`src/rtl/eeprom_pkg.sv`:
```
package eeprom_pkg;

  typedef enum logic [1:0] {
    OP_EXT   = 2'b00,
    OP_WRITE = 2'b01,
    OP_READ  = 2'b10,
    OP_ERASE = 2'b11
  } opc_e;

  typedef enum logic [1:0] {
    EXT_WDIS  = 2'b00,
    EXT_WRALL = 2'b01,
    EXT_ERALL = 2'b10,
    EXT_WEN   = 2'b11
  } ext_e;

  typedef enum logic [2:0] {
    ST_IDLE,
    ST_CMD,
    ST_DATA,
    ST_READ,
    ST_HOLD
  } st_e;

  typedef enum logic [2:0] {
    ACT_NONE,
    ACT_WRITE,
    ACT_ERASE,
    ACT_WRALL,
    ACT_ERALL
  } act_e;

  // address length for the selected organization
  function automatic int unsigned addr_len(input logic x16, input int unsigned aw16);
    return x16 ? aw16 : aw16 + 1;
  endfunction

  // data length for the selected organization
  function automatic int unsigned data_len(input logic x16, input int unsigned word_w);
    return x16 ? word_w : word_w / 2;
  endfunction

  // byte address bit 0 = 0 selects the upper half of a word
  function automatic logic byte_is_upper(input logic b0);
    return !b0;
  endfunction

endpackage

```
`src/rtl/eeprom_ctrl.sv`:
```
module eeprom_ctrl
  import eeprom_pkg::*;
#(
  parameter int WORD_W     = 16,
  parameter int WORDS      = 64,
  parameter int CS_LOW_MIN = 25,
  localparam int AW16      = $clog2(WORDS),
  localparam int AW8       = AW16 + 1,
  localparam int HALF      = WORD_W / 2
) (
  input  logic              clk,
  input  logic              rst_n,
  input  logic              x16,
  input  logic              cs_lvl,
  input  logic              cs_rise,
  input  logic              cs_fall,
  input  logic              sk_rise,
  input  logic              di_lvl,
  input  logic              busy,
  input  logic [WORD_W-1:0] rd_word,
  output logic              act_go,
  output act_e              act,
  output logic [AW8-1:0]    act_addr,
  output logic [WORD_W-1:0] act_data,
  output logic [AW8-1:0]    rd_addr,
  output logic              do_o,
  output logic              do_oe,
  output logic              en_state,
  output logic              rd_active,
  output logic              status_on
);

  localparam int CNT_W = $clog2(WORD_W + AW8 + 2) + 1;
  localparam int LW    = $clog2(CS_LOW_MIN + 1);

  st_e               st;
  logic [CNT_W-1:0]  cnt;
  logic [AW8:0]      cmd_sh;
  opc_e              op_q;
  logic [AW8-1:0]    addr_q;
  logic [WORD_W-1:0] data_sh;
  act_e              pend;
  logic [LW-1:0]     low_cnt;
  logic              armed;
  logic [WORD_W-1:0] out_sh;
  logic              do_q;

  logic [CNT_W-1:0]  cmd_len;
  logic [CNT_W-1:0]  dat_len;
  logic [AW8+1:0]    cmd_full;
  opc_e              dec_op;
  ext_e              dec_ext;
  logic [AW8-1:0]    dec_addr;
  logic [WORD_W-1:0] data_full;
  logic [WORD_W-1:0] rd_al;
  logic [CNT_W-1:0]  cnt_nx;

  assign cmd_len   = CNT_W'(addr_len(x16, AW16) + 2);
  assign dat_len   = CNT_W'(data_len(x16, WORD_W));
  assign cmd_full  = {cmd_sh, di_lvl};
  assign data_full = {data_sh[WORD_W-2:0], di_lvl};
  assign rd_al     = x16 ? rd_word : {rd_word[HALF-1:0], {HALF{1'b0}}};
  assign cnt_nx    = cnt + 1'b1;

  always_comb begin
    if (x16) begin
      dec_op   = opc_e'(cmd_full[AW16+1:AW16]);
      dec_ext  = ext_e'(cmd_full[AW16-1:AW16-2]);
      dec_addr = {1'b0, cmd_full[AW16-1:0]};
    end else begin
      dec_op   = opc_e'(cmd_full[AW8+1:AW8]);
      dec_ext  = ext_e'(cmd_full[AW8-1:AW8-2]);
      dec_addr = cmd_full[AW8-1:0];
    end
  end

  always_ff @(posedge clk or negedge rst_n) begin
    if (!rst_n) begin
      st        <= ST_IDLE;
      cnt       <= '0;
      cmd_sh    <= '0;
      op_q      <= OP_READ;
      addr_q    <= '0;
      data_sh   <= '0;
      pend      <= ACT_NONE;
      en_state  <= 1'b0;
      low_cnt   <= '0;
      armed     <= 1'b0;
      status_on <= 1'b0;
      out_sh    <= '0;
      do_q      <= 1'b0;
      act_go    <= 1'b0;
      act       <= ACT_NONE;
      act_addr  <= '0;
      act_data  <= '0;
    end else begin
      act_go <= 1'b0;
      if (!cs_lvl) begin
        st        <= ST_IDLE;
        status_on <= 1'b0;
        pend      <= ACT_NONE;
        if (low_cnt != LW'(CS_LOW_MIN)) low_cnt <= low_cnt + 1'b1;
        if (cs_fall && st == ST_HOLD && pend != ACT_NONE) begin
          act_go   <= 1'b1;
          act      <= pend;
          act_addr <= addr_q;
          act_data <= data_sh;
          armed    <= 1'b1;
        end
      end else begin
        if (cs_rise) begin
          low_cnt <= '0;
          if (armed && low_cnt == LW'(CS_LOW_MIN)) status_on <= 1'b1;
        end
        if (sk_rise) begin
          case (st)
            ST_IDLE: begin
              if (di_lvl && !busy) begin
                st        <= ST_CMD;
                cnt       <= '0;
                cmd_sh    <= '0;
                status_on <= 1'b0;
                armed     <= 1'b0;
              end
            end
            ST_CMD: begin
              cmd_sh <= cmd_full[AW8:0];
              cnt    <= cnt_nx;
              if (cnt_nx == cmd_len) begin
                cnt    <= '0;
                addr_q <= dec_addr;
                op_q   <= dec_op;
                case (dec_op)
                  OP_READ: begin
                    st   <= ST_READ;
                    do_q <= 1'b0;
                  end
                  OP_WRITE: st <= ST_DATA;
                  OP_ERASE: begin
                    st   <= ST_HOLD;
                    pend <= en_state ? ACT_ERASE : ACT_NONE;
                  end
                  default: begin
                    case (dec_ext)
                      EXT_WEN: begin
                        en_state <= 1'b1;
                        st       <= ST_HOLD;
                      end
                      EXT_WDIS: begin
                        en_state <= 1'b0;
                        st       <= ST_HOLD;
                      end
                      EXT_ERALL: begin
                        st   <= ST_HOLD;
                        pend <= en_state ? ACT_ERALL : ACT_NONE;
                      end
                      default: st <= ST_DATA;
                    endcase
                  end
                endcase
              end
            end
            ST_DATA: begin
              data_sh <= data_full;
              cnt     <= cnt_nx;
              if (cnt_nx == dat_len) begin
                st <= ST_HOLD;
                if (!en_state)              pend <= ACT_NONE;
                else if (op_q == OP_WRITE)  pend <= ACT_WRITE;
                else                        pend <= ACT_WRALL;
              end
            end
            ST_READ: begin
              if (cnt == dat_len) begin
                st <= ST_HOLD;
              end else begin
                cnt <= cnt_nx;
                if (cnt == '0) begin
                  do_q   <= rd_al[WORD_W-1];
                  out_sh <= rd_al << 1;
                end else begin
                  do_q   <= out_sh[WORD_W-1];
                  out_sh <= out_sh << 1;
                end
              end
            end
            default: ;
          endcase
        end
      end
    end
  end

  assign rd_active = (st == ST_READ);
  assign rd_addr   = addr_q;
  assign do_oe     = rd_active | status_on;
  assign do_o      = rd_active ? do_q : ~busy;

endmodule

```
`config.mk`:
```
export PLATFORM = sky130hd
export DESIGN_NAME = eeprom_ctrl
export DESIGN_NICKNAME = d
export VERILOG_FILES = /design/src/rtl/eeprom_pkg.sv /design/src/rtl/eeprom_ctrl.sv
export SDC_FILE = /design/constraint.sdc
export NUM_CORES = 1
export LEC_CHECK = 0
export CAP_MARGIN = 0
export CORE_MARGIN = 8
export CORE_UTILIZATION = 30
export DETAILED_ROUTE_END_ITERATION = 7
export PLACE_DENSITY_LB_ADDON = 0.3
export SKIP_CTS_REPAIR_TIMING = 1
export SLEW_MARGIN = 20
export SYNTH_ARGS = -nofsm -noshare
export SYNTH_HDL_FRONTEND = slang
export SYNTH_SLANG_ARGS = --single-unit
export TNS_END_PERCENT = 30
```
`constraint.sdc`:
```
create_clock -name clk -period 5.6 [get_ports clk]
set_input_delay 1.12 -clock clk [delete_from_list [all_inputs] [get_ports clk]]
set_output_delay 1.12 -clock clk [all_outputs]
set_load 0.01 [all_outputs]
```
==> impl_metrics.env, run 1 <==
export IMPL_status="finished clean"
export IMPL_syn_mean_instance_area_um2=11.2
export IMPL_clkPwrFrac_pct=31.7
export IMPL_htreeDepth=3
export IMPL_finalHoldViolCount=0
export IMPL_multi_input_area_mm2=0.00208
export IMPL_synth_top_area_cell="dfrtp_1"
export IMPL_clockRootBuffer="clkbuf_16"
export IMPL_hold_path_startpoint="op_q[1]"
export IMPL_drt_iter0_drc=121
export IMPL_hp_class="flop to flop"
export IMPL_portBuffers=63
export IMPL_critical_path_slowest_cell="clkdlybuf4s50_1"
export IMPL_cp_cell_sequence="clkdlybuf4s50_1, buf_4, mux2_2, inv_1, ha_1, o31ai_1, a21boi_0, a211oi_4, mux2_2"
export IMPL_grt_overflow_total=0
export IMPL_antenna_found_initial=0
export IMPL_via_count=3225
export IMPL_cts_sinks=96
export IMPL_fin_tns_setup_ps=0
export IMPL_layout_drive_gt1_share_pct=18.1
export IMPL_drc_errors=0
export IMPL_cp_required_ps=5840
export IMPL_cts_buffer_depth=2
export IMPL_ios=64
export IMPL_drtPass1Iterations=4
export IMPL_ys_warn_count=0
export IMPL_cp_slowest_stage_delay_ps=460
export IMPL_end_kind="flop"
export IMPL_cp_max_fo=25
export IMPL_setup_ws_ps=2130
export IMPL_grt_max_degree=63
export IMPL_cts_clk_slew_worst_paths_ps=70
export IMPL_yosysMostFrequentCell="dfrtp_1"
export IMPL_regArea_mm2=0.00240
export IMPL_tightest_slew_ps=857
export IMPL_final_fill_count=1492
export IMPL_hpwl_um=6980
export IMPL_switchingPower_mw=0.662
export IMPL_grt_pass1_wl_um=16700
export IMPL_critPathKind="primary input to flop"
export IMPL_cp_num_buf_inv=3
export IMPL_numCtsBuffers=9
export IMPL_routabilityCongestion=0.770
export IMPL_initial_core_util_pct=30.7
export IMPL_synth_common_cells="95 x dfrtp_1, 52 x mux2_2, 37 x nand2_1"
export IMPL_antenna_left=0
export IMPL_ys_ff_latch=96
export IMPL_synth_area_mm2=0.00465
export IMPL_cap_violations=0
export IMPL_p_comb_share_pct=24.6
export IMPL_dp_slack_ps=1790
export IMPL_rsz0062_at_grt="false"
export IMPL_die_area_mm2=0.0197
export IMPL_routedWlPerCell_um=15.2
export IMPL_setup_viol=0
export IMPL_synthFlopType="dfrtp_1"
export IMPL_ir_drop_uv=119
export IMPL_cp_start_kind="primary input"
export IMPL_p_per_area_mw_per_mm2=333
export IMPL_synth_distinct_cells=56
export IMPL_syn_to_final_growth_pct=23.2
export IMPL_grt_util_all_layers_pct=10.5
export IMPL_die_h_um=140
export IMPL_grt_pass1_vias=3262
export IMPL_clkLatencyLatePin_ps=350
export IMPL_regToRegStartpoint="cnt[0]"
export IMPL_max_freq_ghz=0.288
export IMPL_internal_power_mw=1.24
export IMPL_drv_slew=0
export IMPL_synth_area_top_cells="dfrtp_1 51%, mux2_2 13%, o21ai_0 3.2%, nand2_1 3.0%, mux2i_1 2.8%"
export IMPL_power_mw=1.90
export IMPL_final_nets=506
export IMPL_antenna_cells=0
export IMPL_worst_clock_skew_ps=8.87
export IMPL_cts_tree="done"
export IMPL_timing_critical_path_mode_cell="mux2_2"
export IMPL_pwr_share_seq_pct=43.6
export IMPL_synth_edf_count=0
export IMPL_drt_wl_total_um=10100
export IMPL_critPathTopFamily="buffers and inverters"
export IMPL_synth_seq_area_share_pct=51.7
export IMPL_cp_arrival_ps=3700
export IMPL_synthArstFlopShare_pct=100
export IMPL_synthesis_nets=450
export IMPL_finalCritPeriodShare_pct=61.9
export IMPL_slew_limit_headroom_pct=42.7
export IMPL_drt_vias_per_instance=4.86
export IMPL_p_leak_nw=2.64
export IMPL_rows=45
export IMPL_synth_top_area_share_pct=51.2
export IMPL_period_minus_slack_ps=3470
export IMPL_switching_share_pct=34.7
export IMPL_core_mm2=0.0151
export IMPL_die_x_um=140
export IMPL_cp_startpoint="x16"
export IMPL_syn_inst=415
cell families after synthesis:
kind of cell / synth area share (%)
muxes: 16.4
buffers and inverters: 3.45
AOI/OAI and AO/OA: 11.4
adders and majority gates: 2.69
and+or+nand+nor: 12.8
xor gates and xnor gates: 1.51
DFF: 51.7
per-stage QoR:
step | utilization [%] | instances | hold slack [ps] | cell area [um2]
finish | 37.8 | 664 | 479 | 5720
global route | 37.8 | 664 | 503 | 5720
CTS | 37.8 | 664 | 484 | 5720
detailed placement | 35.9 | 648 | 472 | 5440
global placement | 35.9 | 648 | 467 | 5440
floorplan | - | 415 | 450 | 4650
placed cells by master, fill, tap and decap left out, types with 8 or more instances in the layout:
master,n
mux2_2,52
nor2_1,21
mux2i_1,13
ha_1,10
clkdlybuf4s50_1,62
a22o_1,8
nand2_1,37
dfrtp_1,95
inv_1,13
and3_1,8
nand3_1,9
o21ai_0,30
a21oi_1,22
clkbuf_16,9
layer usage:
layer / wire length (um) / part of all wire (%) / vias to the layer above / global-route usage [%]
met2: 4250 / 42 / 66 / 14.8
met1: 5020 / 50 / 1570 / 14.1
met3: 716 / 7.1 / 11 / 3.94
met4: 138 / 1.4 / 0 / 3.94
li1: - / - / 1578 / -
met5: 0 / 0 / - / 0
flip-flops by register name (all words and copies together) (netlist names):
register and flops:
data_sh 16, low_cnt 5, armed 1, rd_addr 7, do_q 1, act_data 16, cnt 6, op_q 2
out_sh 15, st 3, act_go 1, act 3, status_on 1, act_addr 7, cmd_sh 8, pend 3
en_state 1
final timing paths:
check	end	slack (ps)	cells after the start
max in group asynchronous	data_sh[12]	3720	2
worst max register to register	pend[2]	3020	6
min in group asynchronous	cnt[1]	740	1
worst max-delay path	pend[2]	2130	9
worst min register to register	op_q[1]	480	2
worst min-delay path	op_q[1]	480	2
power by group through the flow:
stage | clock network, mW | logic (mW) | registers, mW
detailed placement | 0 | 0.470 | 0.843
CTS | 0.625 | 0.474 | 0.830
global placement | 0 | 0.462 | 0.843
finish | 0.605 | 0.469 | 0.831
global route | 0.644 | 0.536 | 0.843
floorplan | 0 | 0.376 | 0.806
cell type report:
class                   count  share of cell area [%]
clock buffers              10                    4.00
clock inverters             6                    1.03
inverters                  13                   0.853
multi-input cells         283                    36.4
flip-flops and latches     96                    42.0
well taps                 188                    4.11
repair buffers             68                    11.6
tightest hold or removal path, delay by kind of cell (launching register included):
| kind | cells | cell delay [ps] |
|---|---|---|
| compound gates | 1 | 60 |
| buf+inv | 1 | 60 |
| flops | 1 | 360 |
(Power assumes the default switching activity.)
==> run 2, diff against run 1 <==
==> constraint.sdc (replaced) <==
create_clock -name clk -period 2.9 [get_ports clk]
set_input_delay 0.58 -clock clk [delete_from_list [all_inputs] [get_ports clk]]
set_output_delay 0.58 -clock clk [all_outputs]
set_load 0.01 [all_outputs]
==> run 2 against run 1 <==
Effect of this change:
- critical path depth decreased by 1
- highest routed layer unchanged
- setup slack got worse by 2000 ps
- via count increased by 1.7%
- first-iteration DRC count increased by 53%
- clock power increased by 100%
- global-route usage increased by 0.59 points
- wire length increased by 2.6%
- flip-flop and latch count unchanged
- register-to-register slack got worse by 2500 ps
- combinational power increased by 110%
- clock-buffer cell count decreased by 1
- clock skew about the same
==> impl_metrics.env, run 2 (synthesis results as in run 1) <==
export IMPL_tightest_slew_ps=715
export IMPL_antenna_cells=0
export IMPL_drt_vias_per_instance=4.84
export IMPL_drv_slew=0
export IMPL_hpwl_um=7390
export IMPL_p_leak_nw=2.73
export IMPL_finalCritPeriodShare_pct=93.8
export IMPL_clockRootBuffer="clkbuf_16"
export IMPL_ir_drop_uv=346
export IMPL_ios=64
export IMPL_critPathKind="primary input to flop"
export IMPL_dpl_cell_area_mm2=0.00557
export IMPL_initial_core_util_pct=30.7
export IMPL_grt_overflow_total=0
export IMPL_cp_max_fo=4
export IMPL_die_area_mm2=0.0197
export IMPL_grt_busiest_layer="met2"
export IMPL_final_cells=678
export IMPL_layout_common_cells="95 x dfrtp_1, 62 x clkdlybuf4s50_1, 52 x mux2_2"
export IMPL_routabilityCongestion=0.841
export IMPL_grtUsageMet2_pct=17.0
export IMPL_reg_largest_list="act_data x16, data_sh x16, out_sh x15"
export IMPL_rows=45
export IMPL_grt_pass1_vias=3521
export IMPL_worstReg2RegEnd="pend[2]"
export IMPL_cp_required_ps=3130
export IMPL_cts_buffer_depth=2
export IMPL_htreeDepth=3
export IMPL_grt_max_degree=53
export IMPL_end_kind="flop"
export IMPL_grt_pass1_wl_um=17600
export IMPL_antenna_left=0
export IMPL_antenna_found_initial=0
export IMPL_core_mm2=0.0151
export IMPL_grtUsageMet3_pct=3.53
export IMPL_slew_limit_headroom_pct=52.2
export IMPL_cp_startpoint="x16"
export IMPL_clkLatencyLatePin_ps=350
export IMPL_syn_to_final_growth_pct=26.5
export IMPL_numCtsBuffers=9
export IMPL_cp_start_kind="primary input"
export IMPL_portBuffers=63
export IMPL_cts_tree="done"
export IMPL_rsz0062_at_grt="false"
export IMPL_fin_tns_setup_ps=0
export IMPL_p_per_area_mw_per_mm2=651
export IMPL_layout_drive_gt1_share_pct=20.6
export IMPL_worst_clock_skew_ps=8.95
export IMPL_dp_cells=662
export IMPL_hp_class="primary input to async pin"
export IMPL_power_mw=3.83
export IMPL_max_freq_ghz=0.368
export IMPL_drc_errors=0
export IMPL_timing_reg2reg_worst_path_depth=7
export IMPL_stdcell_area_mm2=0.00588
export IMPL_drt_iter0_drc=185
export IMPL_rrSetupSlack_ps=480
export IMPL_final_nets=520
export IMPL_status="finished clean"
export IMPL_die_h_um=140
export IMPL_cap_violations=0
export IMPL_grtUsageMet1_pct=14.2
export IMPL_final_fill_count=1459
export IMPL_cts_clk_slew_worst_paths_ps=70
export IMPL_grt_util_all_layers_pct=11.0
export IMPL_layout_cells_most_common="dfrtp_1"
export IMPL_period_minus_slack_ps=2720
export IMPL_finalHoldViolCount=0
export IMPL_routedWlPerCell_um=15.3
export IMPL_die_x_um=140
export IMPL_regToRegStartpoint="cnt[0]"
export IMPL_via_count=3280
export IMPL_setup_viol=0
export IMPL_cts_sinks=96
export IMPL_drtPass1Iterations=4
export IMPL_drt_wl_total_um=10400
export IMPL_cp_arrival_ps=2950
[run 2: worst max-delay path by stage]
| stage | endpoint | slack, ps | depth (start not counted) |
|---|---|---|---|
| 6_report | pend[2] | 180 | 8 |
| 5_1_grt | pend[2] | 80 | 8 |
| 4_1_cts | pend[2] | 180 | 8 |
| 3_5_place_dp | pend[2] | -190 | 8 |
| 3_3_place_gp | pend[2] | -140 | 8 |
| 2_1_floorplan | pend[0] | 30 | 9 |
[run 2: per-layer routing]
| layer | wire length (um) | vias to the layer above |
|---|---|---|
| met1 | 5090 | 1599 |
| li1 | - | 1614 |
| met4 | 144 | 0 |
| met3 | 526 | 10 |
| met5 | 0 | - |
| met2 | 4610 | 57 |
[run 2: final cells by class]
cell class / instances / area (um2) / area share [%]
sequential: 96 / 2400 / 40.9
multi-input combinational: 283 / 2080 / 35.4
timing repair buffer: 82 / 796 / 13.5
tap: 188 / 235 / 4.00
clock buffer: 9 / 225 / 3.83
clock inverter: 7 / 86.3 / 1.47
inverter: 13 / 48.8 / 0.830
[run 2: per-stage QoR]
step / util (%) / setup slack (ps) / hold WS, ps
3_3_place_gp: 36.7 / -143 / 463
5_1_grt: 38.8 / 80.9 / 300
6_report: 38.8 / 180 / 248
2_1_floorplan: - / 26.9 / 284
3_5_place_dp: 36.7 / -188 / 470
4_1_cts: 38.8 / 184 / 273
[run 2: report_power, final]
part | switching, mW | leakage (nW) | total [mW] | internal [mW]
logic | 0.587 | 1.25 | 0.992 | 0.405
clock network | 0.551 | 0.154 | 1.24 | 0.685
registers | 0.153 | 1.33 | 1.60 | 1.44
total | 1.29 | 2.73 | 3.83 | 2.53
[run 2: worst max-delay path, cell delays in order]
cell and delay, ps:
clkdlybuf4s50_1 590, mux2_2 380, inv_1 80, ha_1 240, o31ai_1 230, a21boi_0 170, a211oi_4 310, mux2_2 370
==> run 3, diff against run 2 <==
==> constraint.sdc (replaced) <==
create_clock -name clk -period 2.7 [get_ports clk]
set_input_delay 0.54 -clock clk [delete_from_list [all_inputs] [get_ports clk]]
set_output_delay 0.54 -clock clk [all_outputs]
set_load 0.01 [all_outputs]
==> run 3 against run 2 <==
Effect of this change:
- clock power rose by 9.7%
- sequential power rose by 7%
- critical path depth is 4 lower
- non-clock buffer count rose by 12
- combinational power rose by 16%
- clock skew rose by 1.8 ps
- global-route usage up 0.26 points
- register-to-register slack worse by 190 ps
- wire length grew 1.7%
- die area stayed put
- first-iteration DRC count is 28% lower
- largest cell class unchanged
==> impl_metrics.env, run 3 (synthesis results as in run 1) <==
export IMPL_fin_tns_setup_ps=0
export IMPL_syn_to_final_growth_pct=29.2
export IMPL_cts_sinks=96
export IMPL_grtUsageMet3_pct=4.11
export IMPL_die_x_um=140
export IMPL_status="finished clean"
export IMPL_hpwl_um=7590
export IMPL_ios=64
export IMPL_grt_overflow_total=0
export IMPL_layout_drive_gt1_share_pct=22.7
export IMPL_portBuffers=63
export IMPL_drc_errors=0
export IMPL_die_h_um=140
export IMPL_end_kind="output port"
export IMPL_antenna_left=0
export IMPL_numCtsBuffers=9
export IMPL_whs_ps=153
export IMPL_p_leak_nw=2.80
export IMPL_antenna_cells=0
export IMPL_routedWlPerCell_um=15.3
export IMPL_drtPass1Iterations=4
export IMPL_grt_pass1_wl_um=17900
export IMPL_drt_iter0_drc=133
export IMPL_ir_drop_uv=339
export IMPL_cts_clk_slew_worst_paths_ps=80
export IMPL_finish_utilization_pct=39.6
export IMPL_cp_required_ps=2160
export IMPL_core_mm2=0.0151
export IMPL_dp_slack_ps=-337
export IMPL_cp_start_kind="flop"
export IMPL_htreeDepth=3
export IMPL_via_count=3361
export IMPL_setup_ws_ps=184
export IMPL_die_area_mm2=0.0197
export IMPL_power_mw=4.22
export IMPL_max_freq_ghz=0.398
export IMPL_setup_viol=0
export IMPL_initial_core_util_pct=30.7
export IMPL_critPathKind="flop to output port"
export IMPL_drv_slew=0
export IMPL_drt_wl_total_um=10600
export IMPL_tightest_slew_ps=518
export IMPL_reg_largest_list="act_data x16, data_sh x16, out_sh x15"
export IMPL_grt_max_degree=40
export IMPL_hp_class="primary input to async pin"
export IMPL_finalHoldViolCount=0
export IMPL_layout_common_cells="94 x dfrtp_1, 61 x clkdlybuf4s50_1, 52 x mux2_2"
export IMPL_cp_max_fo=10
export IMPL_layout_cells_most_common="dfrtp_1"
export IMPL_grt_busiest_layer="met2"
export IMPL_grtUsageMet2_pct=17.1
export IMPL_clkLatencyLatePin_ps=350
export IMPL_final_nets=532
export IMPL_routabilityCongestion=0.838
export IMPL_drt_vias_per_instance=4.87
export IMPL_rsz0062_at_grt="false"
export IMPL_grt_util_all_layers_pct=11.3
export IMPL_grt_pass1_vias=3526
export IMPL_rows=45
export IMPL_p_per_area_mw_per_mm2=703
export IMPL_grtUsageMet1_pct=14.4
export IMPL_finalCritPeriodShare_pct=93.2
export IMPL_cap_violations=0
export IMPL_cts_buffer_depth=2
export IMPL_period_minus_slack_ps=2520
export IMPL_clockRootBuffer="clkbuf_16"
export IMPL_cts_tree="done"
export IMPL_worst_clock_skew_ps=10.7
export IMPL_antenna_found_initial=0
export IMPL_slew_limit_headroom_pct=65.4
export IMPL_cp_arrival_ps=1980
run 3: cell count changes in the layout (fill, tap and decap cells not counted), sizes merged:
cell,before,now
clkdlybuf4s50,62,61
dlymetal6s2s,0,1
inv,16,18
clkinv,3,1
buf,20,32
run 3: final cells by class:
| cell class | instances | area (um2) |
|---|---|---|
| multi-input cells | 283 | 2080 |
| repair buffers | 94 | 913 |
| fillers | 1454 | 9140 |
| well taps | 188 | 235 |
| clock inverters | 7 | 92.6 |
| clock buffers | 9 | 225 |
| inverters | 13 | 48.8 |
| flip-flops and latches | 96 | 2400 |
run 3: final timing paths:
path                       slack, ps  cells after the start      endpoint  startpoint
min                              150                      1   act_data[6]       rst_n
min reg2reg                      480                      1         armed       armed
max in group asynchronous       1860                      2  act_data[14]       rst_n
min in group clk                 480                      1         armed       armed
max reg2reg                      290                      7       pend[2]      cnt[0]
max                              180                      4          do_o       st[1]
run 3: metrics by stage:
step           cell area (um2)  cells
2_1_floorplan             4650    415
6_report                  6000    690
4_1_cts                   6000    690
3_5_place_dp              5680    674
5_1_grt                   6000    690
3_3_place_gp              5680    674
run 3: critical path, cell delays in order (launching register included):
cell	delay (ps)
dfrtp_2	470
nand2_1	90
or2_2	350
a21oi_1	170
clkdlybuf4s50_1	550
run 3: power breakdown:
part | switching (mW) | total (mW) | internal [mW]
clock | 0.608 | 1.36 | 0.750
combinational | 0.653 | 1.15 | 0.497
sequential | 0.161 | 1.71 | 1.55
total | 1.42 | 4.22 | 2.80
run 3: per-layer routing:
layer  vias to the layer above  routed length [um]  share of wire [%]
li1                       1634                   -                  -
met1                      1648                5040                 48
met2                        66                4710                 45
met3                        13                 636                6.0
met4                         0                 174                1.6
met5                         -                   0                  0
